$ cat src/rtl/irq_pkg.sv
package irq_pkg;
  localparam int unsigned NSRC    = 3;
  localparam int unsigned VEC_W   = 12;
  localparam int unsigned VEC_STEP = 4;
  localparam int unsigned SRC_TMR = 0;
  localparam int unsigned SRC_ADC = 1;
  localparam int unsigned SRC_TB  = 2;

  // Vector of a source; the shared option folds conversion-done onto the timer slot.
  function automatic logic [VEC_W-1:0] vec_of(input int unsigned idx, input logic share);
    int unsigned eff;
    eff = (share && idx == SRC_ADC) ? SRC_TMR : idx;
    return VEC_W'((eff + 1) * VEC_STEP);
  endfunction
endpackage

$ cat src/rtl/irq_flag_cell.sv
module irq_flag_cell (
  input  logic clk,
  input  logic rst,
  input  logic ev_i,
  input  logic clr_i,
  input  logic wr_i,
  input  logic wflag_i,
  input  logic wen_i,
  output logic flag_o,
  output logic en_o
);
  logic flag_q, en_q;

  always_ff @(posedge clk) begin
    if (rst) begin
      flag_q <= 1'b0;
      en_q   <= 1'b0;
    end else begin
      if (ev_i)       flag_q <= 1'b1;
      else if (clr_i) flag_q <= 1'b0;
      else if (wr_i)  flag_q <= wflag_i;
      if (wr_i) en_q <= wen_i;
    end
  end

  assign flag_o = flag_q;
  assign en_o   = en_q;

  // an event always leaves the flag set
  assert_event_sets_R12: assert property (@(posedge clk) disable iff (rst)
    ev_i |=> flag_q);
  // flag survives unless serviced or written to zero
  assert_flag_sticky_R5: assert property (@(posedge clk) disable iff (rst)
    (flag_q && !clr_i && !(wr_i && !wflag_i)) |=> flag_q);
endmodule

$ cat src/rtl/irq_pick.sv
module irq_pick #(
  parameter int unsigned N     = irq_pkg::NSRC,
  parameter int unsigned VEC_W = irq_pkg::VEC_W
) (
  input  logic [N-1:0]     pend_i,
  input  logic             share_i,
  output logic             any_o,
  output logic [N-1:0]     sel_o,
  output logic [VEC_W-1:0] vec_o
);
  logic found;

  always_comb begin
    sel_o = '0;
    found = 1'b0;
    for (int i = 0; i < N; i++) begin
      if (pend_i[i] && !found) begin
        sel_o[i] = 1'b1;
        found    = 1'b1;
      end
    end
  end

  always_comb begin
    vec_o = '0;
    for (int i = 0; i < N; i++)
      if (sel_o[i]) vec_o = vec_o | irq_pkg::vec_of(i, share_i);
  end

  assign any_o = found;

  // at most one source is presented
  always_comb assert_single_pick_R10: assert ($onehot0(sel_o));
endmodule

$ cat src/rtl/irq_ctrl.sv
module irq_ctrl #(
  parameter int unsigned N      = irq_pkg::NSRC,
  parameter int unsigned VEC_W  = irq_pkg::VEC_W,
  parameter int unsigned ADDR_W = 2,
  parameter int unsigned DATA_W = 8
) (
  input  logic              clk,
  input  logic              rst,
  input  logic [N-1:0]      ev_i,
  input  logic              share_vec_i,
  input  logic              stack_full_i,
  input  logic              svc_ack_i,
  input  logic              sleep_i,
  input  logic              reg_wr_i,
  input  logic [ADDR_W-1:0] reg_addr_i,
  input  logic [DATA_W-1:0] reg_wdata_i,
  output logic [DATA_W-1:0] reg_rdata_o,
  output logic              call_req_o,
  output logic [VEC_W-1:0]  call_vec_o,
  output logic              push_o,
  output logic              wake_o
);
  localparam int unsigned GEN_BIT  = 0;
  localparam int unsigned EN_BIT   = 1;
  localparam int unsigned FLAG_BIT = 5;

  logic              gen_q, call_q, push_q, wake_q;
  logic [VEC_W-1:0]  vec_q;
  logic [N-1:0]      sel_q, flag, en, pend, clr, wr_src, pick_sel;
  logic [VEC_W-1:0]  pick_vec;
  logic              pick_any, svc;
  logic [DATA_W-1:0] rd_next;

  assign svc  = svc_ack_i && call_q;
  assign pend = flag & en & {N{gen_q}};

  genvar g;
  generate
    for (g = 0; g < N; g++) begin : g_src
      assign wr_src[g] = reg_wr_i && (reg_addr_i == ADDR_W'(g + 1));
      assign clr[g]    = svc && sel_q[g];
      irq_flag_cell u_cell (
        .clk     (clk),
        .rst     (rst),
        .ev_i    (ev_i[g]),
        .clr_i   (clr[g]),
        .wr_i    (wr_src[g]),
        .wflag_i (reg_wdata_i[FLAG_BIT]),
        .wen_i   (reg_wdata_i[EN_BIT]),
        .flag_o  (flag[g]),
        .en_o    (en[g])
      );
    end
  endgenerate

  irq_pick #(.N(N), .VEC_W(VEC_W)) u_pick (
    .pend_i  (pend),
    .share_i (share_vec_i),
    .any_o   (pick_any),
    .sel_o   (pick_sel),
    .vec_o   (pick_vec)
  );

  always_comb begin
    rd_next = '0;
    if (reg_addr_i == '0) rd_next[GEN_BIT] = gen_q;
    for (int i = 0; i < N; i++) begin
      if (reg_addr_i == ADDR_W'(i + 1)) begin
        rd_next[FLAG_BIT] = flag[i];
        rd_next[EN_BIT]   = en[i];
      end
    end
  end

  always_ff @(posedge clk) begin
    if (rst) begin
      gen_q       <= 1'b0;
      call_q      <= 1'b0;
      vec_q       <= '0;
      sel_q       <= '0;
      push_q      <= 1'b0;
      wake_q      <= 1'b0;
      reg_rdata_o <= '0;
    end else begin
      if (svc) gen_q <= 1'b0;
      else if (reg_wr_i && reg_addr_i == '0) gen_q <= reg_wdata_i[GEN_BIT];
      call_q      <= pick_any && !stack_full_i && !svc;
      vec_q       <= pick_vec;
      sel_q       <= pick_sel;
      push_q      <= svc;
      wake_q      <= sleep_i && |(flag & en);
      reg_rdata_o <= rd_next;
    end
  end

  assign call_req_o = call_q;
  assign call_vec_o = vec_q;
  assign push_o     = push_q;
  assign wake_o     = wake_q;

  logic unused_wbits;
  assign unused_wbits = ^{reg_wdata_i[DATA_W-1:FLAG_BIT+1], reg_wdata_i[FLAG_BIT-1:EN_BIT+1]};

  assert_hold_when_full_R3: assert property (@(posedge clk) disable iff (rst)
    stack_full_i |=> !call_req_o);
  assert_service_drops_gen_R4: assert property (@(posedge clk) disable iff (rst)
    svc |=> !gen_q);
  assert_call_needs_gen_R1: assert property (@(posedge clk) disable iff (rst)
    call_req_o |-> $past(gen_q));
  assert_push_follows_ack_R9: assert property (@(posedge clk) disable iff (rst)
    push_o |-> $past(svc));
  assert_push_single_R9: assert property (@(posedge clk) disable iff (rst)
    push_o |=> !push_o);
  assert_wake_needs_sleep_R6: assert property (@(posedge clk) disable iff (rst)
    wake_o |-> $past(sleep_i));
endmodule

$ cat config.mk
export PLATFORM = sky130hd
export DESIGN_NAME = irq_ctrl
export DESIGN_NICKNAME = d
export VERILOG_FILES = /design/src/rtl/irq_pkg.sv /design/src/rtl/irq_flag_cell.sv /design/src/rtl/irq_pick.sv /design/src/rtl/irq_ctrl.sv
export SDC_FILE = /design/constraint.sdc
export NUM_CORES = 1
export LEC_CHECK = 0
export ABC_CLOCK_PERIOD_IN_PS = 1000
export BUFFER_PORTS_ARGS = -buffer_cell sky130_fd_sc_hd__clkbuf_2
export CAP_MARGIN = 25
export CORE_UTILIZATION = 39
export CTS_CLUSTER_DIAMETER = 50
export DETAILED_ROUTE_END_ITERATION = 7
export PLACE_DENSITY = 0.76
export SKIP_LAST_GASP = 1
export SLEW_MARGIN = 10
export SYNTH_ARGS = -nofsm -noshare
export SYNTH_HDL_FRONTEND = slang
export SYNTH_SLANG_ARGS = --single-unit
$ cat constraint.sdc
create_clock -name clk -period 1 [get_ports clk]
set_input_delay 0 -clock clk [delete_from_list [all_inputs] [get_ports clk]]
set_output_delay 0 -clock clk [all_outputs]
set_load 0.02 [all_outputs]
# After elaboration in Yosys (flattened, before gate mapping)
# Index checks and enable logic that the tools add are counted.
# Widths: inputs -> output; s select.
[classes] reduce_logical=24 bitwise=4 n_eq_ne=3 n_addsub=1 mux=24
[ops] cell="$mux 1" n=21
[ops] cell="$logic_and 1x1->1" n=13
[ops] cell="$mux 12" n=1
[ops] cell="$or 3x12->12" n=1
[ops] cell="$add 10x1->10 const B" n=1
[ops] cell="$reduce_bool 3->1" n=3
[ops] cell="$and 3x3->3" n=2
[ops] cell="$eq 2x2->1 const B" n=2
[ops] cell="$logic_not 1->1" n=4
[ops] cell="$mux 4" n=1
[ops] cell="$reduce_or 2->1" n=2
[ops] cell="$mux 3" n=1
[ops] cell="$reduce_or 3->1" n=1
[ops] cell="$eq 2x1->1 const B" n=1
[ops] cell="$logic_not 2->1" n=1
[ops] cell="$not 1->1" n=1
[totals] inputBits=20 regBits=33 word_cells=71 output_inout_bits=23

# Longest topological paths before layout
[logic_depth] ltp_word=11 depth_mapped=4 mapped_depth_nobuf=3

# Cells and area by module
# A second synthesis with hierarchy kept.
[hier_totals] cells_unflattened=111 area_unflattened_um2=1153.6
[by_module_without_submodules] module="irq_ctrl" area_per_inst_um2=780.7 instances=1 seq_area_each_um2=440.4 cells_each=71
[by_module_without_submodules] module="irq_flag_cell" area_per_inst_um2=82.6 instances=3 seq_area_each_um2=40.0 cells_each=7
[by_module_without_submodules] module="irq_pick" area_per_inst_um2=125.1 instances=1 seq_area_each_um2=0.0 cells_each=19

# Worst setup path before layout
# No wires, ideal clock.
[synth_path] kind="register to register" from="register g_src[2].u_cell.flag_q" to="register call_q, in the netlist call_req_o" t_required_ps=862 synth_period_minus_slack_ps=957 arrival_ps=819 path_buffers=0 setup_time_ps=138 stages_incl_launch_ff=3 path_slack_ps=43 path_cell_list="dfxtp_1 -> a222oi_1 -> nor4b_1"
[synth_via] elab_chain_cells=6
[synth_rtl] item="start: declaration" line_no="irq_flag_cell.sv:12" text="logic flag_q, en_q;"
[synth_rtl] item="start signal: assignment" line_no="irq_flag_cell.sv:21" text="else if (wr_i) flag_q <= wflag_i;"
[synth_rtl] item="$and 3x3->3 (2 in a row)" line_no="irq_ctrl.sv:35" text="assign pend = flag & en & {N{gen_q}};"
[synth_rtl] item="$logic_and 1x1->1" line_no="irq_pick.sv:17" text="if (pend_i[i] && !found) begin"
[synth_rtl] item="$mux 1" line_no="irq_pick.sv:17"
[synth_rtl] item="$logic_and 1x1->1 (2 in a row)" line_no="irq_ctrl.sv:87" text="call_q <= pick_any && !stack_full_i && !svc;"
[synth_rtl] item="end signal: assignment" line_no="irq_ctrl.sv:87"
[synth_rtl] item="end: declaration" line_no="irq_ctrl.sv:27" text="logic gen_q, call_q, push_q, wake_q;"
# Every way passes these cells.
# A chain may end at the register's enable or synchronous reset.

# Worst setup path after layout
# Ends and elaborated chain as after synthesis.

==> metrics.txt <==
LEAKAGE=0.459 nW; share of cells above drive strength 1=31.2%; Post-Syn Area per Cell=9.26 sq um; setup TNS=-2.68 ps; fmax=997 MHz; fin cells=152; ys async rst share=0%; Tcrit/Tclk final=100%; Synth warnings=0; GR Overflow Total=0; Port Buf Inserts=22; CTS sink count=18; CP Max Fanout=4; flops & latches, synth=18; gr usage total=13.8%; Routability Congestion=0.777; Min-Delay Path Class=primary input to flop; Diodes inserted=0; startpoint types=flop; clock transition at the registers of the reported paths=100 ps; io pins=43; drt first pass iters=4; Pwr Density=1330 nW/um^2; Worst path top cell family by delay=flip-flops; Seq/Total Area, Yosys=43.2%; EDFF count, synth=0; Slew Limit Fails=0; Max stage delay cell, worst path=dfxtp_2; CTS tree=built; crit end category=flop; Bufs and invs on worst path=1; Final Skew=4.87 ps; critical path, cell by cell=a222oi_1, buf_4, nor4b_1; most frequent cells after synthesis=18 x dfxtp_1, 16 x buf_4, 12 x nor2_1, 6 x nand3_1, 5 x a21oi_1; critical path's largest stage delay=350 ps; Cell Area, Synth=833 sq um; Synth Area in Compound Gates=11.1%; vias per cell=4.68; # Max-Cap Violations=0; Setup Crit Path Kind=flop to flop; CTS H-tree depth=1; Clock Path Buffers=2; status=complete, but fails checks; vias in the first global route=539; routed length per instance=10.9 um; root buf cell=clkbuf_4; chip width=48.2 um; Post-Synth Adder-Cell Area=0%; Die H=48.2 um; dpl hpwl=1200 um; maximum vdd drop=0.000666 V; RSZ-0062 raised after global routing=true; CTS Buf Count=3; Reg2Reg Setup Slack=-3 ps; failing checks=setup timing; final net count=146; Area Overhead vs Synth=27.3%; post-route ant nets=0; main combinational cell family by area after synthesis=simple AND/OR/NAND/NOR gates; post-synthesis mux area share=6.31%; Rows=16; Placeable Area=1980 sq um; DRT iter0 DRCs=36; Synth top area share=43.2%; setup ws final=-2.68 ps; minimum clock period after layout=1000 ps; Post CTS Setup Buffer Count=0; Fin. Hold Viols=0; die area=2330 sq um; Post-Place Cells=140; Starting Density=42.0%; simple-gate portion of the synthesized area=23.4%; Unique masters post-synth=25; cell taking the most area after synthesis=dfxtp_1; pin count of the biggest net entering global routing=12; most common flop cell mapped by yosys=dfxtp_1; first-pass GRT wire length=2170 um; Residual DRC=0; Crit path required time=1190 ps; via count=712; endpoints failing setup=1; WL final=1660 um; top post-synthesis cells by area=dfxtp_1 43%, buf_4 14%, nor2_1 5.4%; Gate Count Post-Synth=90; clk_lat worst skew=290 ps; Post-Synth XOR/XNOR Area=0%; initial antenna violation count=0; CP arrival=1190 ps; top-count cell post-synth=dfxtp_1
==> kinds of logic (layout without fill, tap and decap cells) <==
family,after synthesis,after routing
buffers and inverters,18,39
flip-flops,18,18
multiplexers,5,5
AO/OA/AOI/OAI,13,13
AND/OR/NAND/NOR,35,35
other,1,15
==> final timing paths <==
path,cells after the start,startpoint,to
setup / recovery,3,g_src[2].u_cell.flag_o$_SDFFE_PP0P_,call_req_o$_SDFF_PP0_
hold / removal,3,reg_wdata_i[0],gen_q$_SDFFE_PP0P_
setup reg to reg,3,g_src[2].u_cell.flag_o$_SDFFE_PP0P_,call_req_o$_SDFF_PP0_
hold reg to reg,2,g_src[2].u_cell.en_o$_SDFFE_PP0P_,sel_q[2]$_SDFF_PP0_
==> where the power goes <==
group	total (mW)	internal, mW	switching (mW)
logic	0.211	0.0859	0.125
registers	0.755	0.739	0.0165
clock network	0.444	0.222	0.222
total	1.41	1.05	0.364
==> state kept, by name, summed over array words and instances (netlist names), 2 cells and up <==
name                 flops
g_src.u_cell.en_o        3
g_src.u_cell.flag_o      3
reg_rdata_o              3
sel_q                    3
call_vec_o               2
==> tightest hold or removal path, cell delays in order <==
cell and delay, ps:
clkbuf_2 70, mux2i_1 70, a211oi_2 130
==> final cells by class <==
type	instances	area, sq um
well taps	27	33.8
repair buffers	35	228
fillers	172	921
multi-input cells	68	397
clock buffers	4	36.3
flip-flops and latches	18	367
==> per-stage QoR <==
stage	worst slack (ps)	hold slack, ps	total power, mW	util, %	instance area, sq um
after floorplan	43.4	73.0	0.931	-	886
after global placement	-2.73	172	0.948	47.3	938
after detailed placement	7.08	177	0.952	47.3	938
after CTS	0.563	0.425	1.41	52.8	1050
after global routing	-16.7	34.5	1.48	53.5	1060
final	-2.68	17.4	1.41	53.5	1060
==> metal layers <==
| metal | GRT usage, % | part of all wire (%) | vias up |
|---|---|---|---|
| met5 | 0 | 0 | - |
| met3 | 3.33 | 5.6 | 2 |
| li1 | - | - | 352 |
| met1 | 16.4 | 43 | 324 |
| met4 | 5.00 | 0.72 | 0 |
| met2 | 24.0 | 50 | 34 |
==> cell usage in the layout, fill, tap and decap left out, types with 3 or more instances in the layout <==
cell type	n
a211oi_1	4
a21oi_1	5
buf_4	5
clkbuf_2	22
clkbuf_4	3
conb_1	15
dfxtp_1	13
dfxtp_2	5
dlygate4sd3_1	8
mux2i_1	3
nand2_1	4
nand3_1	6
nor2_1	12
==> what timing repair did <==
action,CTS,global route
hold buffers,7,1
endpoints found under the setup margin,3,6
hold endpoints to repair,8,1
pin swaps,1,1
cloned,0,0
gates resized for setup,2,3
Power figures use the tool's default switching activity.
